$ cat src/rtl/cct_pkg.sv
package cct_pkg;
  localparam int NREG = 4;

  typedef enum logic [1:0] {
    ACT_HOLD   = 2'b00,
    ACT_LOW    = 2'b01,
    ACT_HIGH   = 2'b10,
    ACT_TOGGLE = 2'b11
  } cmp_act_e;

  typedef enum logic [2:0] {
    A_CTRL   = 3'd0,
    A_MODE   = 3'd1,
    A_STATUS = 3'd2,
    A_COUNT  = 3'd3,
    A_GRA    = 3'd4,
    A_GRB    = 3'd5,
    A_GRC    = 3'd6,
    A_GRD    = 3'd7
  } reg_addr_e;
endpackage

$ cat src/rtl/cct_edge.sv
module cct_edge #(
  parameter int STAGES = 2
) (
  input  logic       clk,
  input  logic       rst,
  input  logic       pin,
  input  logic [1:0] sel,
  output logic       evt
);
  logic [STAGES-1:0] sr;
  logic              prev;
  logic              last;

  assign last = sr[STAGES-1];

  always_ff @(posedge clk) begin
    if (rst) begin
      sr   <= '0;
      prev <= 1'b0;
    end else begin
      sr   <= {sr[STAGES-2:0], pin};
      prev <= last;
    end
  end

  // sel[0]: rising edge, sel[1]: falling edge
  assign evt = (last & ~prev & sel[0]) | (~last & prev & sel[1]);
endmodule

$ cat src/rtl/cct_counter.sv
module cct_counter #(
  parameter int W = 16
) (
  input  logic         clk,
  input  logic         rst,
  input  logic         tick,
  input  logic         clr,
  input  logic         wr,
  input  logic [W-1:0] wdata,
  output logic [W-1:0] cnt,
  output logic         wrap
);
  always_ff @(posedge clk) begin
    if (rst)       cnt <= '0;
    else if (clr)  cnt <= '0;
    else if (wr)   cnt <= wdata;
    else if (tick) cnt <= cnt + 1'b1;
  end

  assign wrap = tick & (&cnt) & ~clr & ~wr;

  // clear beats everything
  p_clear_wins_r9: assert property (@(posedge clk) disable iff (rst)
    clr |=> (cnt == '0));
  // write beats increment
  p_write_wins_r9: assert property (@(posedge clk) disable iff (rst)
    (wr && !clr) |=> (cnt == $past(wdata)));
  // a wrap lands on zero
  p_wrap_zero_r8: assert property (@(posedge clk) disable iff (rst)
    wrap |=> (cnt == '0));
endmodule

$ cat src/rtl/cct_timer.sv
module cct_timer
  import cct_pkg::*;
#(
  parameter int W    = 16,
  parameter int NSRC = 8,
  parameter int SYNC = 2
) (
  input  logic            clk,
  input  logic            rst,
  input  logic [NSRC-1:0] tick_src,
  input  logic [3:0]      cap_in,
  output logic [3:0]      cmp_out,
  output logic [4:0]      flags,
  input  logic [2:0]      bus_addr,
  input  logic            bus_wr,
  input  logic            bus_rd,
  input  logic [W-1:0]    bus_wdata,
  output logic [W-1:0]    bus_rdata,
  output logic            bus_rvalid
);
  localparam int SELW = $clog2(NSRC);

  logic [W-1:0] ctrl, mode;
  logic [W-1:0] gr [NREG];
  logic [W-1:0] cnt;
  logic [4:0]   armed;
  logic [NREG-1:0] evt, match, cap, hit, is_buf, cap_mode;
  logic [SELW-1:0] clk_sel;
  logic [2:0]   csrc;
  logic [1:0]   buf_on;
  logic         tick, clr, wrap;

  assign clk_sel = ctrl[SELW-1:0];
  assign csrc    = ctrl[6:4];
  assign buf_on  = ctrl[9:8];
  assign tick    = tick_src[clk_sel];

  genvar i;
  generate
    for (i = 0; i < NREG; i++) begin : g_reg
      cct_edge #(.STAGES(SYNC)) u_edge (
        .clk (clk),
        .rst (rst),
        .pin (cap_in[i]),
        .sel (mode[4*i+1 +: 2]),
        .evt (evt[i])
      );
      if (i >= 2) begin : g_bufsel
        assign is_buf[i] = buf_on[i-2];
      end else begin : g_nobuf
        assign is_buf[i] = 1'b0;
      end
      assign cap_mode[i] = mode[4*i];
      assign match[i] = ~cap_mode[i] & ~is_buf[i] & tick & (cnt == gr[i]);
      assign cap[i]   =  cap_mode[i] & ~is_buf[i] & evt[i];
      assign hit[i]   = match[i] | cap[i];
    end
  endgenerate

  always_comb begin
    case (csrc)
      3'd1:    clr = hit[0];
      3'd2:    clr = hit[1];
      3'd3:    clr = hit[2];
      3'd4:    clr = hit[3];
      default: clr = 1'b0;
    endcase
  end

  cct_counter #(.W(W)) u_cnt (
    .clk   (clk),
    .rst   (rst),
    .tick  (tick),
    .clr   (clr),
    .wr    (bus_wr && bus_addr == A_COUNT),
    .wdata (bus_wdata),
    .cnt   (cnt),
    .wrap  (wrap)
  );

  // control, mode and general registers
  always_ff @(posedge clk) begin
    if (rst) begin
      ctrl <= '0;
      mode <= '0;
      for (int k = 0; k < NREG; k++) gr[k] <= '1;
    end else begin
      if (bus_wr && bus_addr == A_CTRL) ctrl <= bus_wdata;
      if (bus_wr && bus_addr == A_MODE) mode <= bus_wdata;
      for (int k = 0; k < NREG; k++)
        if (bus_wr && bus_addr == 3'(4 + k)) gr[k] <= bus_wdata;
      // events override bus writes
      for (int k = 0; k < 2; k++) begin
        if (cap[k]) begin
          gr[k] <= cnt;
          if (buf_on[k]) gr[k+2] <= gr[k];
        end else if (match[k] && buf_on[k]) begin
          gr[k] <= gr[k+2];
        end
      end
      for (int k = 2; k < NREG; k++)
        if (cap[k]) gr[k] <= cnt;
    end
  end

  // compare outputs
  always_ff @(posedge clk) begin
    if (rst) cmp_out <= '0;
    else begin
      for (int k = 0; k < NREG; k++) begin
        if (match[k]) begin
          case (cmp_act_e'(mode[4*k+1 +: 2]))
            ACT_LOW:    cmp_out[k] <= 1'b0;
            ACT_HIGH:   cmp_out[k] <= 1'b1;
            ACT_TOGGLE: cmp_out[k] <= ~cmp_out[k];
            default:    cmp_out[k] <= cmp_out[k];
          endcase
        end
      end
    end
  end

  // sticky flags with read-then-write-zero clearing
  logic st_wr, st_rd;
  assign st_wr = bus_wr && bus_addr == A_STATUS;
  assign st_rd = bus_rd && bus_addr == A_STATUS;

  always_ff @(posedge clk) begin
    if (rst) begin
      flags <= '0;
      armed <= '0;
    end else begin
      flags <= (flags & ~(st_wr ? (armed & ~bus_wdata[4:0]) : 5'd0)) | {wrap, hit};
      if (st_wr)      armed <= '0;
      else if (st_rd) armed <= armed | flags;
    end
  end

  // read port
  always_ff @(posedge clk) begin
    if (rst) begin
      bus_rdata  <= '0;
      bus_rvalid <= 1'b0;
    end else begin
      bus_rvalid <= bus_rd;
      if (bus_rd) begin
        case (reg_addr_e'(bus_addr))
          A_CTRL:   bus_rdata <= ctrl;
          A_MODE:   bus_rdata <= mode;
          A_STATUS: bus_rdata <= W'(flags);
          A_COUNT:  bus_rdata <= cnt;
          A_GRA:    bus_rdata <= gr[0];
          A_GRB:    bus_rdata <= gr[1];
          A_GRC:    bus_rdata <= gr[2];
          default:  bus_rdata <= gr[3];
        endcase
      end
    end
  end

  // a flag only falls after a status write
  p_flag_sticky_r10: assert property (@(posedge clk) disable iff (rst)
    (|($past(flags) & ~flags)) |-> $past(st_wr));
  // capture stores the counter
  p_capture_value_r4: assert property (@(posedge clk) disable iff (rst)
    cap[0] |=> (gr[0] == $past(cnt)));
  // buffered compare reloads from the buffer
  p_buffer_load_r6: assert property (@(posedge clk) disable iff (rst)
    (match[0] && buf_on[0]) |=> (gr[0] == $past(gr[2])));
  // drive-high action
  p_out_high_r3: assert property (@(posedge clk) disable iff (rst)
    (match[0] && mode[2:1] == 2'b10) |=> cmp_out[0]);
  // read valid follows the strobe
  p_read_latency_r11: assert property (@(posedge clk) disable iff (rst)
    bus_rd |=> bus_rvalid);
endmodule

$ cat config.mk
export PLATFORM = sky130hd
export DESIGN_NAME = cct_timer
export DESIGN_NICKNAME = d
export VERILOG_FILES = /design/src/rtl/cct_pkg.sv /design/src/rtl/cct_edge.sv /design/src/rtl/cct_counter.sv /design/src/rtl/cct_timer.sv
export SDC_FILE = /design/constraint.sdc
export NUM_CORES = 1
export LEC_CHECK = 0
export BUFFER_PORTS_ARGS = -buffer_cell sky130_fd_sc_hd__buf_2
export CAP_MARGIN = 40
export CORE_MARGIN = 4
export CORE_UTILIZATION = 30
export DETAILED_ROUTE_END_ITERATION = 16
export GPL_TIMING_DRIVEN = 0
export PLACE_DENSITY_LB_ADDON = 0.15
export SLEW_MARGIN = 20
export SYNTH_ARGS = -nofsm -noshare
export SYNTH_HDL_FRONTEND = slang
export SYNTH_HIERARCHICAL = 1
export SYNTH_SLANG_ARGS = --single-unit
$ cat constraint.sdc
create_clock -name clk -period 3.35 [get_ports clk]
set_input_delay 0.1675 -clock clk [delete_from_list [all_inputs] [get_ports clk]]
set_output_delay 0.1675 -clock clk [all_outputs]
set_load 0.05 [all_outputs]
# Yosys cells after proc, flatten, opt, wreduce, memory -nomap -nowiden
# Memory sizes are Yosys's and may differ from the RTL's.
# Cells that the tools add are included.
[totals]
regBits = 91
mem_bits_rw = 64
out_inout_bits = 26
mem_count = 1
[op_classes]
add_sub_neg = 1
order_cmp = 1
eq_ne = 27
muxes = 65
n_bitwise = 81
reduce_logical = 24
[mem_list]
columns = ["memory", "words", "width", "read_ports", "rd_clocked_by_memory_dff", "wr", "line_no", "text"]
rows = [
  ["gr", 4, 16, 4, 0, 4, "cct_timer.sv:24", "logic [W-1:0] gr [NREG];"],
]
[ops]
columns = ["operator", "count"]
rows = [
  ["$mux 16", 14],
  ["$pmux 16 s7", 1],
  ["$eq 16x16->1", 4],
  ["$mux 1", 43],
  ["$and 1x1->1", 35],
  ["$not 1->1", 20],
  ["$or 1x1->1", 20],
  ["$add 16x1->16 const B", 1],
  ["$eq 2x2->1 const B", 8],
  ["$reduce_and 16->1", 1],
  ["$eq 3x3->1 const B", 5],
  ["$eq 3x2->1 const B", 4],
  ["$pmux 1 s3", 4],
  ["$reduce_bool 3->1", 4],
  ["$logic_and 1x1->1", 11],
  ["$and 5x5->5", 2],
  ["$not 5->5", 2],
  ["$or 5x5->5", 2],
  ["$eq 2x1->1 const B", 4],
  ["$reduce_and 2->1", 4],
  ["$eq 3x1->1 const B", 2],
  ["$mux 5", 1],
  ["$lt 3x4->1 const B", 1],
  ["$pmux 1 s4", 1],
  ["4 further kinds", 5],
]

# Longest topological paths before layout
# Gate-level depths: netlist of the first run.
[depth]
depth_word = 11
depth_mapped = 12
ltp_nobuf = 12

# Modules after synthesis
# The synthesis of the first run kept the hierarchy.
[modules_own_cells]
columns = ["module", "n_inst", "cells_each", "area_per_inst_um2", "seq_area_each_um2"]
rows = [
  ["cct_timer", 1, 867, 7582.3, 3183.1],
  ["cct_counter", 1, 105, 882.1, 320.3],
  ["cct_edge", 4, 9, 98.8, 60.1],
]

# Worst setup path after synthesis of the first run
# No wires, ideal clock.
[synth_path]
path_type = "register to register"
startpoint = "reg u_cnt.cnt[11]"
endpoint = "mem gr[1][0] (enable)"
arrival_ps = 2992
t_required_ps = 2939
setup_slack_ps = -53
stages_incl_launch_ff = 7
period_less_slack_ps = 3403
path_cell_list = "dfxtp_1 -> clkbuf_1 -> xnor2_1 -> nand4_1 -> or3_1 -> or4_1 -> o21ai_0"
[synth_lines]
columns = ["element", "line_no", "text"]
rows = [
  ["start, declared", "cct_counter.sv:10", "output logic [W-1:0] cnt,"],
  ["start signal, assigned", "cct_counter.sv:16", "else if (wr) cnt <= wdata;"],
  ["start signal, assigned", "cct_counter.sv:17", "else if (tick) cnt <= cnt + 1'b1;"],
  ["end, declared", "cct_timer.sv:24", ""],
]

# Worst setup path after layout of the first run
[layout_path]
startpoint = "reg u_cnt.cnt[3]"
endpoint = "reg flags[4]"
[layout_via]
elab_chain_len = 8
[layout_lines]
columns = ["element", "line_no", "text"]
rows = [
  ["$eq 16x16->1", "cct_timer.sv:54", "assign match[i] = ~cap_mode[i] & ~is_buf[i] & tick & (cnt == gr[i]);"],
  ["$and 1x1->1", "cct_timer.sv:54", ""],
  ["$or 1x1->1", "cct_timer.sv:56", "assign hit[i] = match[i] | cap[i];"],
  ["$pmux 1 s4 (*)", "cct_timer.sv:61", "case (csrc)"],
  ["net clr", "cct_timer.sv:31", "logic tick, clr, wrap;"],
  ["$not 1->1 (*)", "cct_counter.sv:20", "assign wrap = tick & (&cnt) & ~clr & ~wr;"],
  ["$and 1x1->1 (*) (2 in a row)", "cct_counter.sv:20", ""],
  ["net wrap", "cct_timer.sv:31", ""],
  ["$or 5x5->5 (*)", "cct_timer.sv:133", "flags <= (flags & ~(st_wr ? (armed & ~bus_wdata[4:0]) : 5'd0)) | {wrap, hit};"],
  ["end signal, assigned", "cct_timer.sv:133", ""],
  ["end, declared", "cct_timer.sv:13", "output logic [4:0] flags,"],
]
# Mark *: on every way through the listed nets, which the timed path passes. The rest lies on a longest branch.
# A chain may end at the register's enable or synchronous reset.

==> metrics.txt, run 1 <==
# TYPE chip_impl_metric gauge
chip_impl_metric{name="utilization",unit=""} 0.3613
chip_impl_metric{name="die_h",unit="µm"} 179.9
chip_impl_metric{name="hold_depth",unit=""} 3
chip_impl_metric{name="final_area",unit="µm²"} 10460
chip_impl_metric{name="grt_start_max_net_pins",unit=""} 17
chip_impl_metric{name="fp-row-count",unit=""} 62
chip_impl_metric{name="cp_data_arrival_time",unit="ns"} 3.54
chip_impl_metric{name="drc_errors",unit=""} 0
chip_impl_metric{name="clk-insertion-delay-late",unit="ns"} 0.44
chip_impl_metric{name="yosys_warnings",unit=""} 6
chip_impl_metric{name="via_per_inst",unit=""} 5.587
chip_impl_metric{name="cts_sinks",unit=""} 155
chip_impl_metric{name="post-place-ws",unit="ns"} -0.3263
chip_impl_metric{name="nNetsFinal",unit=""} 1140
chip_impl_metric{name="vias",unit=""} 8386
chip_impl_metric{name="post-route-worst-setup-slack",unit="ns"} 0.1107
chip_impl_metric{name="io-pin-count",unit=""} 61
chip_impl_metric{name="timing.reg2reg.setup_slack",unit="ns"} 0.11
chip_impl_metric{name="synth-edff-count",unit=""} 64
chip_impl_metric{name="post_route_cells_drive_above_1_share",unit=""} 0.1549
chip_impl_info{name="synth_top_area_cell",value="sky130_fd_sc_hd__edfxtp_1"} 1
chip_impl_info{name="start_kind",value="flop"} 1
chip_impl_metric{name="groute.layer.met3.usage",unit=""} 0.03294
chip_impl_metric{name="antenna_violations_before_repair",unit=""} 0
chip_impl_metric{name="cts.reportedPaths.clkPinSlew",unit="ns"} 0.07
chip_impl_info{name="dominant_cells_by_area_after_synthesis",value="sky130_fd_sc_hd__edfxtp_1 22%, sky130_fd_sc_hd__dfxtp_1 21%, sky130_fd_sc_hd__nand2_1 6.3%"} 1
chip_impl_metric{name="met2_usage",unit=""} 0.3294
chip_impl_metric{name="synth_cell_type_count",unit=""} 65
chip_impl_metric{name="synth.yosys.seq_area_share",unit=""} 0.4225
chip_impl_metric{name="relSlewSlack",unit=""} 0.4823
chip_impl_metric{name="clock_tree.htree_level_count",unit=""} 4
chip_impl_metric{name="worst_vdd_rail_ir_drop",unit="V"} 0.0002611
chip_impl_metric{name="floorplan.core_area",unit="µm²"} 28940
chip_impl_info{name="synth_most_common_cell",value="sky130_fd_sc_hd__nand2_1"} 1
chip_impl_info{name="holdCritPathClass",value="primary input to flop"} 1
chip_impl_metric{name="p_per_area",unit="nW/µm²"} 450.9
chip_impl_metric{name="synth.cell_area",unit="µm²"} 8860
chip_impl_metric{name="post_synthesis_register_bit_count",unit=""} 155
chip_impl_metric{name="final_max_slew_viol_count",unit=""} 0
chip_impl_metric{name="groute.usage.overall",unit=""} 0.2129
chip_impl_metric{name="synth_largest_type_area_fraction",unit=""} 0.2169
chip_impl_info{name="synth_top_cells_by_count",value="148 x sky130_fd_sc_hd__nand2_1, 91 x sky130_fd_sc_hd__dfxtp_1, 72 x sky130_fd_sc_hd__a21oi_1"} 1
chip_impl_metric{name="max_freq",unit="MHz"} 308.7
chip_impl_metric{name="required_time_worst_endpoint",unit="ns"} 3.65
chip_impl_metric{name="die_outline_area",unit="µm²"} 32350
chip_impl_info{name="cts.root.buffer_cell",value="sky130_fd_sc_hd__clkbuf_16"} 1
chip_impl_metric{name="final-instance-count-excl-fill",unit=""} 1501
chip_impl_info{name="critPathCaptureType",value="flop"} 1
chip_impl_metric{name="maximum_buffer_depth_of_the_clock_tree",unit=""} 2
chip_impl_metric{name="cap_violations",unit=""} 0
chip_impl_metric{name="avgRoutedWirePerCell",unit="µm"} 23.73
chip_impl_metric{name="hpwlAfterDp",unit="µm"} 27600
chip_impl_metric{name="async_reset_ff_frac",unit=""} 0
chip_impl_metric{name="power_leakage",unit="nW"} 3.404
chip_impl_metric{name="firstDrtPassIters",unit=""} 5
chip_impl_metric{name="via_count_of_the_first_global_routing_pass",unit=""} 7961
chip_impl_metric{name="detail_route.wirelength",unit="µm"} 35610
chip_impl_info{name="run_status",value="completed"} 1
chip_impl_metric{name="use_met1",unit=""} 0.3028
chip_impl_metric{name="worstPathMaxFanout",unit=""} 8
chip_impl_metric{name="grt_remaining_overflow",unit=""} 0
chip_impl_info{name="timing.setup.critical_path_class",value="flop to flop"} 1
chip_impl_metric{name="antenna_left",unit=""} 0
chip_impl_metric{name="place_congestion",unit=""} 0.9839
chip_impl_metric{name="tritoncts.num_buffers",unit=""} 17
chip_impl_metric{name="netlist_instances",unit=""} 1008
chip_impl_metric{name="transition_time_of_the_tightest_slew_check_pin",unit="ns"} 0.7765
chip_impl_metric{name="start_util",unit=""} 0.3062
chip_impl_metric{name="number_of_setup_violations_in_the_final_report",unit=""} 0
chip_impl_metric{name="n_antenna_cell",unit=""} 0
chip_impl_metric{name="area_growth_syn_to_layout",unit="%"} 18.01
chip_impl_metric{name="postSynthNetCount",unit=""} 1044
chip_impl_metric{name="dpl_cells",unit=""} 1458
chip_impl_metric{name="finalCriticalPeriod",unit="ns"} 3.239
chip_impl_metric{name="detailed_place.area",unit="µm²"} 9707
chip_impl_metric{name="syn_avg_cell_area",unit="µm²"} 8.789
chip_impl_metric{name="filler_cell_count",unit=""} 3040
chip_impl_metric{name="floorplan.die.width",unit="µm"} 179.9
chip_impl_info{name="tritoncts",value="yes"} 1
chip_impl_metric{name="drt_iter0_drc",unit=""} 920
chip_impl_info{name="grt_most_used_layer",value="met2"} 1
chip_impl_metric{name="r2r.worst_path.cells",unit=""} 12
chip_impl_metric{name="io_buffers",unit=""} 60
chip_impl_metric{name="hold_ws",unit="ns"} 0.07129
chip_impl_info{name="yosys_most_used_dff",value="sky130_fd_sc_hd__dfxtp_1"} 1
chip_impl_metric{name="wire_length_of_the_first_global_routing_pass",unit="µm"} 52520
chip_impl_metric{name="final_hold_viol_count",unit=""} 0
chip_impl_metric{name="finalCritPeriodShare",unit=""} 0.9670
chip_impl_metric{name="clock_skew",unit="ns"} 0.01429
flip-flops by register name, summed over array words and instances, names as in the netlist:
name,count
gr,64
bus_rdata,16
ctrl,16
mode,16
u_cnt/cnt,16
g.u_edge/sr,8
armed,5
flags,5
cmp_out,4
g.u_edge/prev,4
bus_rvalid,1
stage by stage:
stage	total power, W	TNS, ns
finish	0.004714	0
global route	0.004841	-0.0003462
CTS	0.004711	0
detailed placement	0.002691	-5.139
global placement	0.002683	-20.94
floorplan	0.002457	0
final cells by class:
cell class / count / area, µm² / share of cell area
plain buffers: 81 / 352.8 / 0.03375
inverters: 16 / 60.06 / 0.005744
clock buffers: 19 / 454.2 / 0.04344
flip-flops and latches: 155 / 3744 / 0.3581
clock inverters: 13 / 141.4 / 0.01352
multi-input cells: 756 / 4747 / 0.4540
well taps: 384 / 480.5 / 0.04596
repair buffers: 77 / 475.5 / 0.04548
power breakdown:
| part | total (W) | internal (W) | switching (W) | leakage (nW) |
|---|---|---|---|---|
| logic | 0.000570 | 0.000185 | 0.000385 | 1.84 |
| clock network | 0.00204 | 0.00110 | 0.000938 | 0.291 |
| registers | 0.00210 | 0.00203 | 0.0000723 | 1.27 |
cells in the final DEF, fill, tap and decap left out, types with 11 or more instances in the layout:
cell type	count
sky130_fd_sc_hd__nand2_1	148
sky130_fd_sc_hd__clkbuf_16	18
sky130_fd_sc_hd__or3_1	15
sky130_fd_sc_hd__o31ai_1	12
sky130_fd_sc_hd__nor2b_1	17
sky130_fd_sc_hd__nand3_1	17
sky130_fd_sc_hd__edfxtp_1	64
sky130_fd_sc_hd__clkbuf_1	53
sky130_fd_sc_hd__xor2_1	38
sky130_fd_sc_hd__inv_1	14
sky130_fd_sc_hd__o22ai_1	33
sky130_fd_sc_hd__a21oi_1	72
sky130_fd_sc_hd__xnor2_1	38
sky130_fd_sc_hd__a21o_1	16
sky130_fd_sc_hd__mux2i_1	14
sky130_fd_sc_hd__nand3b_1	15
sky130_fd_sc_hd__o21ai_0	69
sky130_fd_sc_hd__mux4_2	13
sky130_fd_sc_hd__nor2_1	60
sky130_fd_sc_hd__buf_2	73
sky130_fd_sc_hd__dfxtp_1	91
sky130_fd_sc_hd__mux2_2	11
sky130_fd_sc_hd__nand4_1	11
sky130_fd_sc_hd__nor3_1	55
layer usage:
| layer | share of wire | vias up |
|---|---|---|
| li1 | - | 3862 |
| met4 | 0.033 | 0 |
| met2 | 0.44 | 382 |
| met5 | 0 | - |
| met3 | 0.064 | 69 |
| met1 | 0.46 | 4073 |
kinds of logic after synthesis:
group	count (synthesis)	share of synthesized area
xor+xnor	76	0.07513
simple gates	376	0.2073
flops	155	0.4225
compound gates	264	0.1832
buf+inv	97	0.04505
mux	39	0.06539
fa+ha+maj	1	0.001412
critical path: stages, from the launching register on:
cell                       delay [ns]
sky130_fd_sc_hd__dfxtp_1         0.50
sky130_fd_sc_hd__buf_2           0.32
sky130_fd_sc_hd__xor2_1          0.20
sky130_fd_sc_hd__nor4_2          0.43
sky130_fd_sc_hd__nand3_1         0.30
sky130_fd_sc_hd__nor3_2          0.32
sky130_fd_sc_hd__a32oi_1         0.15
sky130_fd_sc_hd__nand3b_1        0.17
sky130_fd_sc_hd__buf_12          0.14
sky130_fd_sc_hd__nor2_1          0.04
sky130_fd_sc_hd__and4_1          0.31
sky130_fd_sc_hd__a21oi_1         0.15
sky130_fd_sc_hd__nor2_1          0.05
timing repair:
item | CTS | global route
pin swaps | 0 | 1
gates resized for setup | 8 | 10
endpoints found under the setup margin | 40 | 28
hold buffers | 4 | 0
hold endpoints to repair | 4 | 0
setup buffers | 0 | 6
final timing paths:
check,startpoint,to
max reg2reg,u_cnt/cnt[3],flags[4]
max,u_cnt/cnt[3],flags[4]
min,bus_wdata[12],ctrl[12]
min reg2reg,g_reg[1].u_edge/sr[0],g_reg[1].u_edge/sr[1]
(Power assumes the default switching activity.)
==> inputs of run 2 (changes only) <==
--- a/config.mk
+++ b/config.mk
@@ -5,12 +5,14 @@
 export SDC_FILE = /design/constraint.sdc
 export NUM_CORES = 1
 export LEC_CHECK = 0
+export ABC_AREA = 1
 export BUFFER_PORTS_ARGS = -buffer_cell sky130_fd_sc_hd__buf_2
 export CAP_MARGIN = 40
 export CORE_MARGIN = 4
 export CORE_UTILIZATION = 30
 export DETAILED_ROUTE_END_ITERATION = 16
 export GPL_TIMING_DRIVEN = 0
+export MAX_ROUTING_LAYER = met4
 export PLACE_DENSITY_LB_ADDON = 0.15
 export SLEW_MARGIN = 20
 export SYNTH_ARGS = -nofsm -noshare
==> run 2 against run 1 <==
First-iteration DRC count is 53% higher. Global-route usage rose by 8.4 points. Die area increased by 14%. Wire length increased by 50%. Synthesized cell count increased by 55%. Core utilization down 1.1 points. Area after synthesis grew 15%. Clock skew is 0.00073 ns higher. Power grew 1.2%. Flip-flop and latch count stayed put. Final area grew 12%. Sequential power about the same. Critical path type unchanged. Critical endpoint is now u_cnt/cnt[12]. Highest routed layer unchanged.
==> metrics.txt, run 2 <==
# TYPE chip_impl_metric gauge
chip_impl_metric{name="cap_violations",unit=""} 0
chip_impl_metric{name="post-route-worst-setup-slack",unit="ns"} 0.1813
chip_impl_info{name="cp_most_frequent_cell",value="sky130_fd_sc_hd__nand2_1"} 1
chip_impl_metric{name="antenna_violations_before_repair",unit=""} 3
chip_impl_metric{name="synth-edff-count",unit=""} 64
chip_impl_metric{name="worst_vdd_rail_ir_drop",unit="V"} 0.0003842
chip_impl_metric{name="antenna_left",unit=""} 0
chip_impl_metric{name="floorplan.core_area",unit="µm²"} 33530
chip_impl_info{name="synth_top_cells_by_count",value="434 x sky130_fd_sc_hd__nand2_1, 202 x sky130_fd_sc_hd__inv_1, 159 x sky130_fd_sc_hd__nor2_1"} 1
chip_impl_metric{name="detail_route.wirelength",unit="µm"} 53360
chip_impl_metric{name="largest_register_ff_count",unit=""} 64
chip_impl_metric{name="synth.yosys.seq_area_share",unit=""} 0.3676
chip_impl_metric{name="grt_start_max_net_pins",unit=""} 18
chip_impl_metric{name="via_per_inst",unit=""} 5.460
chip_impl_info{name="synth_top_area_cell",value="sky130_fd_sc_hd__edfxtp_1"} 1
chip_impl_metric{name="power.combinational.fraction",unit=""} 0.146
chip_impl_metric{name="drt_iter0_drc",unit=""} 1411
chip_impl_info{name="run_status",value="completed"} 1
chip_impl_info{name="most_frequent_cells_in_the_layout",value="434 x sky130_fd_sc_hd__nand2_1, 202 x sky130_fd_sc_hd__inv_1, 159 x sky130_fd_sc_hd__nor2_1"} 1
chip_impl_metric{name="p_per_area",unit="nW/µm²"} 406.2
chip_impl_metric{name="final_area",unit="µm²"} 11740
chip_impl_metric{name="cts_sinks",unit=""} 155
chip_impl_metric{name="netSwitchingFraction",unit=""} 0.3239
chip_impl_info{name="holdCritPathClass",value="primary input to flop"} 1
chip_impl_metric{name="post_synthesis_register_bit_count",unit=""} 155
chip_impl_metric{name="total_switching_power",unit="W"} 0.001545
chip_impl_metric{name="relSlewSlack",unit=""} 0.4744
chip_impl_metric{name="maximum_buffer_depth_of_the_clock_tree",unit=""} 2
chip_impl_metric{name="fp-row-count",unit=""} 67
chip_impl_info{name="tritoncts",value="yes"} 1
chip_impl_metric{name="hpwlAfterDp",unit="µm"} 41370
chip_impl_metric{name="cellInternalPower",unit="W"} 0.003225
chip_impl_info{name="cts.root.buffer_cell",value="sky130_fd_sc_hd__clkbuf_16"} 1
chip_impl_metric{name="number_of_setup_violations_in_the_final_report",unit=""} 0
chip_impl_metric{name="critical_path.max_stage_delay",unit="ns"} 0.74
chip_impl_metric{name="clk-insertion-delay-late",unit="ns"} 0.46
chip_impl_metric{name="worst-path-buf-inv",unit=""} 4
chip_impl_metric{name="post_cts.repair.setup_buffers",unit=""} 0
chip_impl_metric{name="area_growth_syn_to_layout",unit="%"} 15.30
chip_impl_metric{name="final_max_slew_viol_count",unit=""} 0
chip_impl_metric{name="synth.cell_area",unit="µm²"} 10180
chip_impl_metric{name="grt_remaining_overflow",unit=""} 0
chip_impl_metric{name="post-place-ws",unit="ns"} 0.03726
chip_impl_metric{name="final_hold_viol_count",unit=""} 0
chip_impl_metric{name="drc_errors",unit=""} 0
chip_impl_metric{name="total_power",unit="W"} 0.004770
chip_impl_metric{name="clock_tree.htree_level_count",unit=""} 4
chip_impl_info{name="yosys_most_used_dff",value="sky130_fd_sc_hd__dfxtp_1"} 1
chip_impl_metric{name="io_buffers",unit=""} 60
chip_impl_info{name="rsz0062_at_grt",value="no"} 1
chip_impl_metric{name="clkPwrFrac",unit=""} 0.413
chip_impl_metric{name="power_frac_seq",unit=""} 0.441
chip_impl_metric{name="netlist_instances",unit=""} 1564
chip_impl_metric{name="synth_largest_type_area_fraction",unit=""} 0.1887
chip_impl_info{name="final_common_cell",value="sky130_fd_sc_hd__nand2_1"} 1
chip_impl_metric{name="die_h",unit="µm"} 192.2
chip_impl_metric{name="transition_time_of_the_tightest_slew_check_pin",unit="ns"} 0.7873
chip_impl_metric{name="max_freq",unit="MHz"} 315.6
chip_impl_metric{name="io-pin-count",unit=""} 61
chip_impl_metric{name="avgRoutedWirePerCell",unit="µm"} 25.20
chip_impl_info{name="biggest_register",value="gr"} 1
chip_impl_info{name="critical_path.slowest_cell",value="sky130_fd_sc_hd__dfxtp_1"} 1
chip_impl_metric{name="post_route_cells_drive_above_1_share",unit=""} 0.1075
chip_impl_metric{name="via_count_of_the_first_global_routing_pass",unit=""} 10510
chip_impl_metric{name="required_time_worst_endpoint",unit="ns"} 3.71
chip_impl_metric{name="timing.reg2reg.setup_slack",unit="ns"} 0.18
chip_impl_metric{name="postSynthNetCount",unit=""} 1600
chip_impl_metric{name="vias",unit=""} 11560
chip_impl_metric{name="detailed_place.area",unit="µm²"} 11110
chip_impl_metric{name="cts.reportedPaths.clkPinSlew",unit="ns"} 0.07
chip_impl_info{name="timing.setup.critical_path_class",value="flop to flop"} 1
chip_impl_metric{name="finalCritPeriodShare",unit=""} 0.9459
chip_impl_metric{name="timing.setup.tns",unit="ns"} 0
chip_impl_metric{name="cp_data_arrival_time",unit="ns"} 3.53
chip_impl_metric{name="power_leakage",unit="nW"} 5.366
chip_impl_metric{name="clock_skew",unit="ns"} 0.01502
chip_impl_info{name="dominant_cells_by_area_after_synthesis",value="sky130_fd_sc_hd__edfxtp_1 19%, sky130_fd_sc_hd__dfxtp_1 18%, sky130_fd_sc_hd__nand2_1 16%"} 1
chip_impl_metric{name="floorplan.die.width",unit="µm"} 192.2
chip_impl_metric{name="synth_cell_type_count",unit=""} 48
chip_impl_metric{name="groute.usage.overall",unit=""} 0.2970
chip_impl_info{name="crit_chain",value="inv_2 -> nor2_1 -> nor2_1 -> nand2_1 -> nor2_1 -> nand2_1 -> nor2_1 -> nand2_1 -> nand2_1 -> nand2_1 -> nand2_1 -> inv_1 -> nand2_1 -> nor2_1 -> inv_1 -> clkbuf_8 -> a21oi_1"} 1
chip_impl_metric{name="worstPathMaxFanout",unit=""} 10
chip_impl_metric{name="place_congestion",unit=""} 1.042
chip_impl_metric{name="nNetsFinal",unit=""} 1688
chip_impl_info{name="start_kind",value="flop"} 1
chip_impl_info{name="critPathCaptureType",value="flop"} 1
chip_impl_metric{name="start_util",unit=""} 0.3037
chip_impl_metric{name="tritoncts.num_buffers",unit=""} 17
chip_impl_metric{name="yosys_warnings",unit=""} 6
chip_impl_info{name="synth_most_common_cell",value="sky130_fd_sc_hd__nand2_1"} 1
chip_impl_info{name="timing.critical_path.max_delay_family",value="simple AND/OR/NAND/NOR gates"} 1
chip_impl_metric{name="die_outline_area",unit="µm²"} 36960
chip_impl_metric{name="utilization",unit=""} 0.3501
chip_impl_metric{name="firstDrtPassIters",unit=""} 6
chip_impl_metric{name="async_reset_ff_frac",unit=""} 0
chip_impl_metric{name="syn_avg_cell_area",unit="µm²"} 6.511
chip_impl_metric{name="wire_length_of_the_first_global_routing_pass",unit="µm"} 75760
chip_impl_metric{name="finalCriticalPeriod",unit="ns"} 3.169
## run 2: cell types whose count changed after synthesis, moves of 22 or more
| cell | delta |
|---|---|
| sky130_fd_sc_hd__nand4_1 | +23 |
| sky130_fd_sc_hd__nor2_1 | +99 |
| sky130_fd_sc_hd__xor2_1 | -35 |
| sky130_fd_sc_hd__nand3_1 | +47 |
| sky130_fd_sc_hd__clkbuf_1 | -27 |
| sky130_fd_sc_hd__o21ai_0 | +79 |
| sky130_fd_sc_hd__o22ai_1 | +22 |
| sky130_fd_sc_hd__inv_1 | +188 |
| sky130_fd_sc_hd__nand2_1 | +286 |
## run 2: worst register-to-register path, stage by stage, from the launching register on
cell and delay, ns:
sky130_fd_sc_hd__dfxtp_1 0.74, sky130_fd_sc_hd__inv_2 0.29, sky130_fd_sc_hd__nor2_1 0.24, sky130_fd_sc_hd__nor2_1 0.11, sky130_fd_sc_hd__nand2_1 0.09, sky130_fd_sc_hd__nor2_1 0.04, sky130_fd_sc_hd__nand2_1 0.05, sky130_fd_sc_hd__nor2_1 0.09
sky130_fd_sc_hd__nand2_1 0.10, sky130_fd_sc_hd__nand2_1 0.14, sky130_fd_sc_hd__nand2_1 0.09, sky130_fd_sc_hd__nand2_1 0.05, sky130_fd_sc_hd__inv_1 0.04, sky130_fd_sc_hd__nand2_1 0.16, sky130_fd_sc_hd__nor2_1 0.33, sky130_fd_sc_hd__inv_1 0.15
sky130_fd_sc_hd__clkbuf_8 0.20, sky130_fd_sc_hd__a21oi_1 0.16
## run 2: per-layer routing
layer,global-route usage,up-vias,part of all wire
met2,0.4229,645,0.42
met3,0.05434,145,0.087
met5,-,-,0
met4,0.1423,0,0.056
met1,0.4059,5444,0.43
li1,-,5325,-
## run 2: per-stage QoR
stage                     hold WS, ns  cells
final                         0.08508   2117
after global routing           0.1106   2116
after CTS                     0.06879   2113
after detailed placement       0.3753   2077
after global placement         0.3728   2072
after floorplan                0.2387   1564
## run 2: cell type report
cell class / instances / area [µm²]
Fill cell: 3803 / 21790
Timing Repair Buffer: 69 / 400.4
Sequential cell: 155 / 3751
Inverter: 228 / 860.8
Multi-Input combinational cell: 1119 / 5268
Clock inverter: 13 / 102.6
Buffer: 62 / 324.1
Antenna cell: 4 / 10.01
Tap cell: 448 / 560.5
Clock buffer: 19 / 464.2
## run 2: path summary, 6_finish.rpt
path	end	from	cells after the start
worst max-delay path	u_cnt/cnt[12]	u_cnt/cnt[4]	17
worst min-delay path	ctrl[12]	bus_wr	3
worst max register to register	u_cnt/cnt[12]	u_cnt/cnt[4]	17
worst min register to register	g_reg[0].u_edge/sr[1]	g_reg[0].u_edge/sr[0]	2
## run 2: kinds of logic (layout without fill, tap and decap cells)
| kind of cell | Yosys count | after routing | share of synthesized area |
|---|---|---|---|
| AO/OA/AOI/OAI | 328 | 328 | 0.1793 |
| XOR/XNOR | 20 | 20 | 0.01720 |
| adder cells (fa/ha/maj) | 1 | 1 | 0.001228 |
| buffers and inverters | 290 | 391 | 0.1157 |
| flip-flops | 155 | 155 | 0.3676 |
| other | 0 | 4 | 0 |
| AND/OR/NAND/NOR | 770 | 770 | 0.3190 |
## run 2: repair_timing
| action | 4_1_cts | 5_1_grt |
|---|---|---|
| resized for setup | 0 | 9 |
| hold buffers | 4 | 0 |
| endpoints found under the setup margin | 0 | 14 |
| endpoints found under the hold margin | 4 | 0 |
## run 2: power by group through the flow
stage / Combinational [W] / Clock [W] / Sequential, W
global route: 0.000743 / 0.00207 / 0.00211
CTS: 0.000675 / 0.00198 / 0.00210
floorplan: 0.000330 / 0 / 0.00216
finish: 0.000695 / 0.00197 / 0.00210
global placement: 0.000662 / 0 / 0.00215
detailed placement: 0.000669 / 0 / 0.00214
==> inputs of run 3 (changes only) <==
==> constraint.sdc (replaced) <==
create_clock -name clk -period 3.06 [get_ports clk]
set_input_delay 0.153 -clock clk [delete_from_list [all_inputs] [get_ports clk]]
set_output_delay 0.153 -clock clk [all_outputs]
set_load 0.05 [all_outputs]
==> run 3 against run 2 <==
Flip-flop and latch count unchanged. Combinational power up 10%. Maximum frequency up 11%. Critical endpoint unchanged.
==> metrics.txt, run 3 (synthesis gave the netlist of run 2 again) <==
# TYPE chip_impl_metric gauge
chip_impl_metric{name="die_h",unit="µm"} 192.2
chip_impl_metric{name="tritoncts.num_buffers",unit=""} 17
chip_impl_info{name="r2r-start",value="u_cnt/cnt[7]"} 1
chip_impl_metric{name="cts_sinks",unit=""} 155
chip_impl_metric{name="cap_violations",unit=""} 0
chip_impl_metric{name="r2r.worst_path.cells",unit=""} 17
chip_impl_metric{name="worst_vdd_rail_ir_drop",unit="V"} 0.0004135
chip_impl_metric{name="worstPathMaxFanout",unit=""} 10
chip_impl_metric{name="vias",unit=""} 11500
chip_impl_metric{name="filler_cell_count",unit=""} 3800
chip_impl_metric{name="clock_tree.htree_level_count",unit=""} 4
chip_impl_info{name="cts.root.buffer_cell",value="sky130_fd_sc_hd__clkbuf_16"} 1
chip_impl_metric{name="required_time_worst_endpoint",unit="ns"} 3.38
chip_impl_metric{name="final_area",unit="µm²"} 11790
chip_impl_metric{name="grt_start_max_net_pins",unit=""} 18
chip_impl_info{name="rsz0062_at_grt",value="no"} 1
chip_impl_metric{name="final_hold_viol_count",unit=""} 0
chip_impl_info{name="crit_chain",value="buf_6 -> inv_2 -> nand2_1 -> nand2_1 -> nor2_1 -> nand2_1 -> nor2_1 -> nand2_1 -> o21ai_2 -> nand2_1 -> nand2_1 -> inv_1 -> nand2_1 -> nor2_2 -> inv_1 -> clkbuf_8 -> a21oi_1"} 1
chip_impl_metric{name="via_count_of_the_first_global_routing_pass",unit=""} 10530
chip_impl_metric{name="relSlewSlack",unit=""} 0.4932
chip_impl_info{name="critical_path.slowest_cell",value="sky130_fd_sc_hd__dfxtp_1"} 1
chip_impl_metric{name="io_buffers",unit=""} 60
chip_impl_metric{name="clk-insertion-delay-late",unit="ns"} 0.46
chip_impl_metric{name="critical_path.max_stage_delay",unit="ns"} 0.47
chip_impl_info{name="biggest_register",value="gr"} 1
chip_impl_metric{name="number_of_setup_violations_in_the_final_report",unit=""} 0
chip_impl_metric{name="detailed_place.area",unit="µm²"} 11110
chip_impl_metric{name="hold_depth",unit=""} 3
chip_impl_metric{name="groute.usage.overall",unit=""} 0.2970
chip_impl_info{name="timing.critical_path.max_delay_family",value="simple AND/OR/NAND/NOR gates"} 1
chip_impl_info{name="start_kind",value="flop"} 1
chip_impl_metric{name="power_leakage",unit="nW"} 5.385
chip_impl_metric{name="p_per_area",unit="nW/µm²"} 443.4
chip_impl_metric{name="wire_length_of_the_first_global_routing_pass",unit="µm"} 75730
chip_impl_metric{name="drc_errors",unit=""} 0
chip_impl_metric{name="multi_input_area",unit="µm²"} 5279
chip_impl_metric{name="maximum_buffer_depth_of_the_clock_tree",unit=""} 2
chip_impl_info{name="setup.worst_path.start",value="u_cnt/cnt[7]"} 1
chip_impl_metric{name="nNetsFinal",unit=""} 1690
chip_impl_metric{name="hpwlAfterDp",unit="µm"} 41370
chip_impl_metric{name="finalCritPeriodShare",unit=""} 0.9314
chip_impl_metric{name="post_route_cells_drive_above_1_share",unit=""} 0.1146
chip_impl_info{name="final_common_cell",value="sky130_fd_sc_hd__nand2_1"} 1
chip_impl_metric{name="cts.reportedPaths.clkPinSlew",unit="ns"} 0.08
chip_impl_metric{name="io-pin-count",unit=""} 61
chip_impl_info{name="whs_endpoint",value="ctrl[12]"} 1
chip_impl_info{name="tritoncts",value="yes"} 1
chip_impl_metric{name="cp_data_arrival_time",unit="ns"} 3.17
chip_impl_info{name="holdCritPathClass",value="primary input to flop"} 1
chip_impl_metric{name="via_per_inst",unit=""} 5.428
chip_impl_metric{name="timing.setup.tns",unit="ns"} 0
chip_impl_metric{name="grt_remaining_overflow",unit=""} 0
chip_impl_metric{name="max_freq",unit="MHz"} 350.9
chip_impl_metric{name="timing.reg2reg.setup_slack",unit="ns"} 0.21
chip_impl_metric{name="firstDrtPassIters",unit=""} 6
chip_impl_metric{name="critical_path_depth",unit=""} 17
chip_impl_metric{name="antenna_violations_before_repair",unit=""} 3
chip_impl_metric{name="final_max_slew_viol_count",unit=""} 0
chip_impl_metric{name="worst-path-buf-inv",unit=""} 5
chip_impl_info{name="cp_most_frequent_cell",value="sky130_fd_sc_hd__nand2_1"} 1
chip_impl_info{name="worstHoldStart",value="bus_wr"} 1
chip_impl_info{name="most_frequent_cells_in_the_layout",value="433 x sky130_fd_sc_hd__nand2_1, 202 x sky130_fd_sc_hd__inv_1, 157 x sky130_fd_sc_hd__nor2_1"} 1
chip_impl_metric{name="area.sequential",unit="µm²"} 3761
chip_impl_metric{name="clock_skew",unit="ns"} 0.01503
chip_impl_metric{name="floorplan.die.width",unit="µm"} 192.2
chip_impl_metric{name="total_power",unit="W"} 0.005226
chip_impl_metric{name="start_util",unit=""} 0.3037
chip_impl_metric{name="area_growth_syn_to_layout",unit="%"} 15.75
chip_impl_metric{name="detail_route.wirelength",unit="µm"} 53380
chip_impl_metric{name="fp-row-count",unit=""} 67
chip_impl_info{name="critPathCaptureType",value="flop"} 1
chip_impl_info{name="crit-reg2reg-capture",value="u_cnt/cnt[12]"} 1
chip_impl_metric{name="die_outline_area",unit="µm²"} 36960
chip_impl_metric{name="place_congestion",unit=""} 1.042
chip_impl_info{name="timing.setup.critical_path_class",value="flop to flop"} 1
chip_impl_metric{name="transition_time_of_the_tightest_slew_check_pin",unit="ns"} 0.7574
chip_impl_metric{name="finalCriticalPeriod",unit="ns"} 2.850
chip_impl_metric{name="antenna_left",unit=""} 0
chip_impl_metric{name="largest_register_ff_count",unit=""} 64
chip_impl_metric{name="floorplan.core_area",unit="µm²"} 33530
chip_impl_info{name="run_status",value="completed"} 1
chip_impl_metric{name="drt_iter0_drc",unit=""} 1280
chip_impl_metric{name="avgRoutedWirePerCell",unit="µm"} 25.20
-- run 3: metrics by stage --
stage          setup WS [ns]    util  cells  hold slack, ns
2_1_floorplan         0.8565       -   1564          0.2242
3_3_place_gp         -0.7299  0.3294   2072          0.3583
3_5_place_dp         -0.2527  0.3313   2077          0.3608
4_1_cts              0.01829  0.3499   2113         0.05429
5_1_grt             0.006850  0.3515   2118         0.09619
6_report              0.2098  0.3515   2118         0.07815
-- run 3: per-layer routing --
metal  global-route usage  part of all wire  routed length, µm
met4               0.1465             0.055               2924
met3              0.05271             0.089               4766
met2               0.4208              0.42              22570
met1               0.4070              0.43              23120
met5                    -                 0                  0
-- run 3: how the worst max path moves through the flow --
stage / to / slack (ns)
floorplan: gr[1][0] / 0.86
global placement: gr[1][13] / -0.73
detailed placement: u_cnt/cnt[12] / -0.25
CTS: u_cnt/cnt[12] / 0.02
global route: u_cnt/cnt[12] / 0.007
finish: u_cnt/cnt[12] / 0.21
-- run 3: cell type report --
class | instances | share of cell area
plain buffers | 62 | 0.02877
clock inverters | 13 | 0.008704
inverters | 228 | 0.07282
well taps | 448 | 0.04755
diodes | 3 | 0.0006369
flip-flops and latches | 155 | 0.3191
multi-input cells | 1119 | 0.4478
clock buffers | 19 | 0.03938
repair buffers | 71 | 0.03524
-- run 3: power by group --
| part | switching (W) | internal (W) |
|---|---|---|
| Combinational | 0.000578 | 0.000187 |
| Clock | 0.00103 | 0.00113 |
| Sequential | 0.0000860 | 0.00222 |
-- run 3: repair_timing --
action | 4_1_cts | 5_1_grt
endpoints found under the hold margin | 4 | 0
endpoints found under the setup margin | 28 | 34
buffers inserted | 0 | 2
hold buffers | 4 | 0
gates resized for setup | 12 | 14
-- run 3: worst register-to-register path: cells and delay by family (launching register included) --
family	cells	cell delay, ns
DFF	1	0.47
AOI/OAI and AO/OA	2	0.30
and+or+nand+nor	10	1.16
buffers and inverters	5	0.80
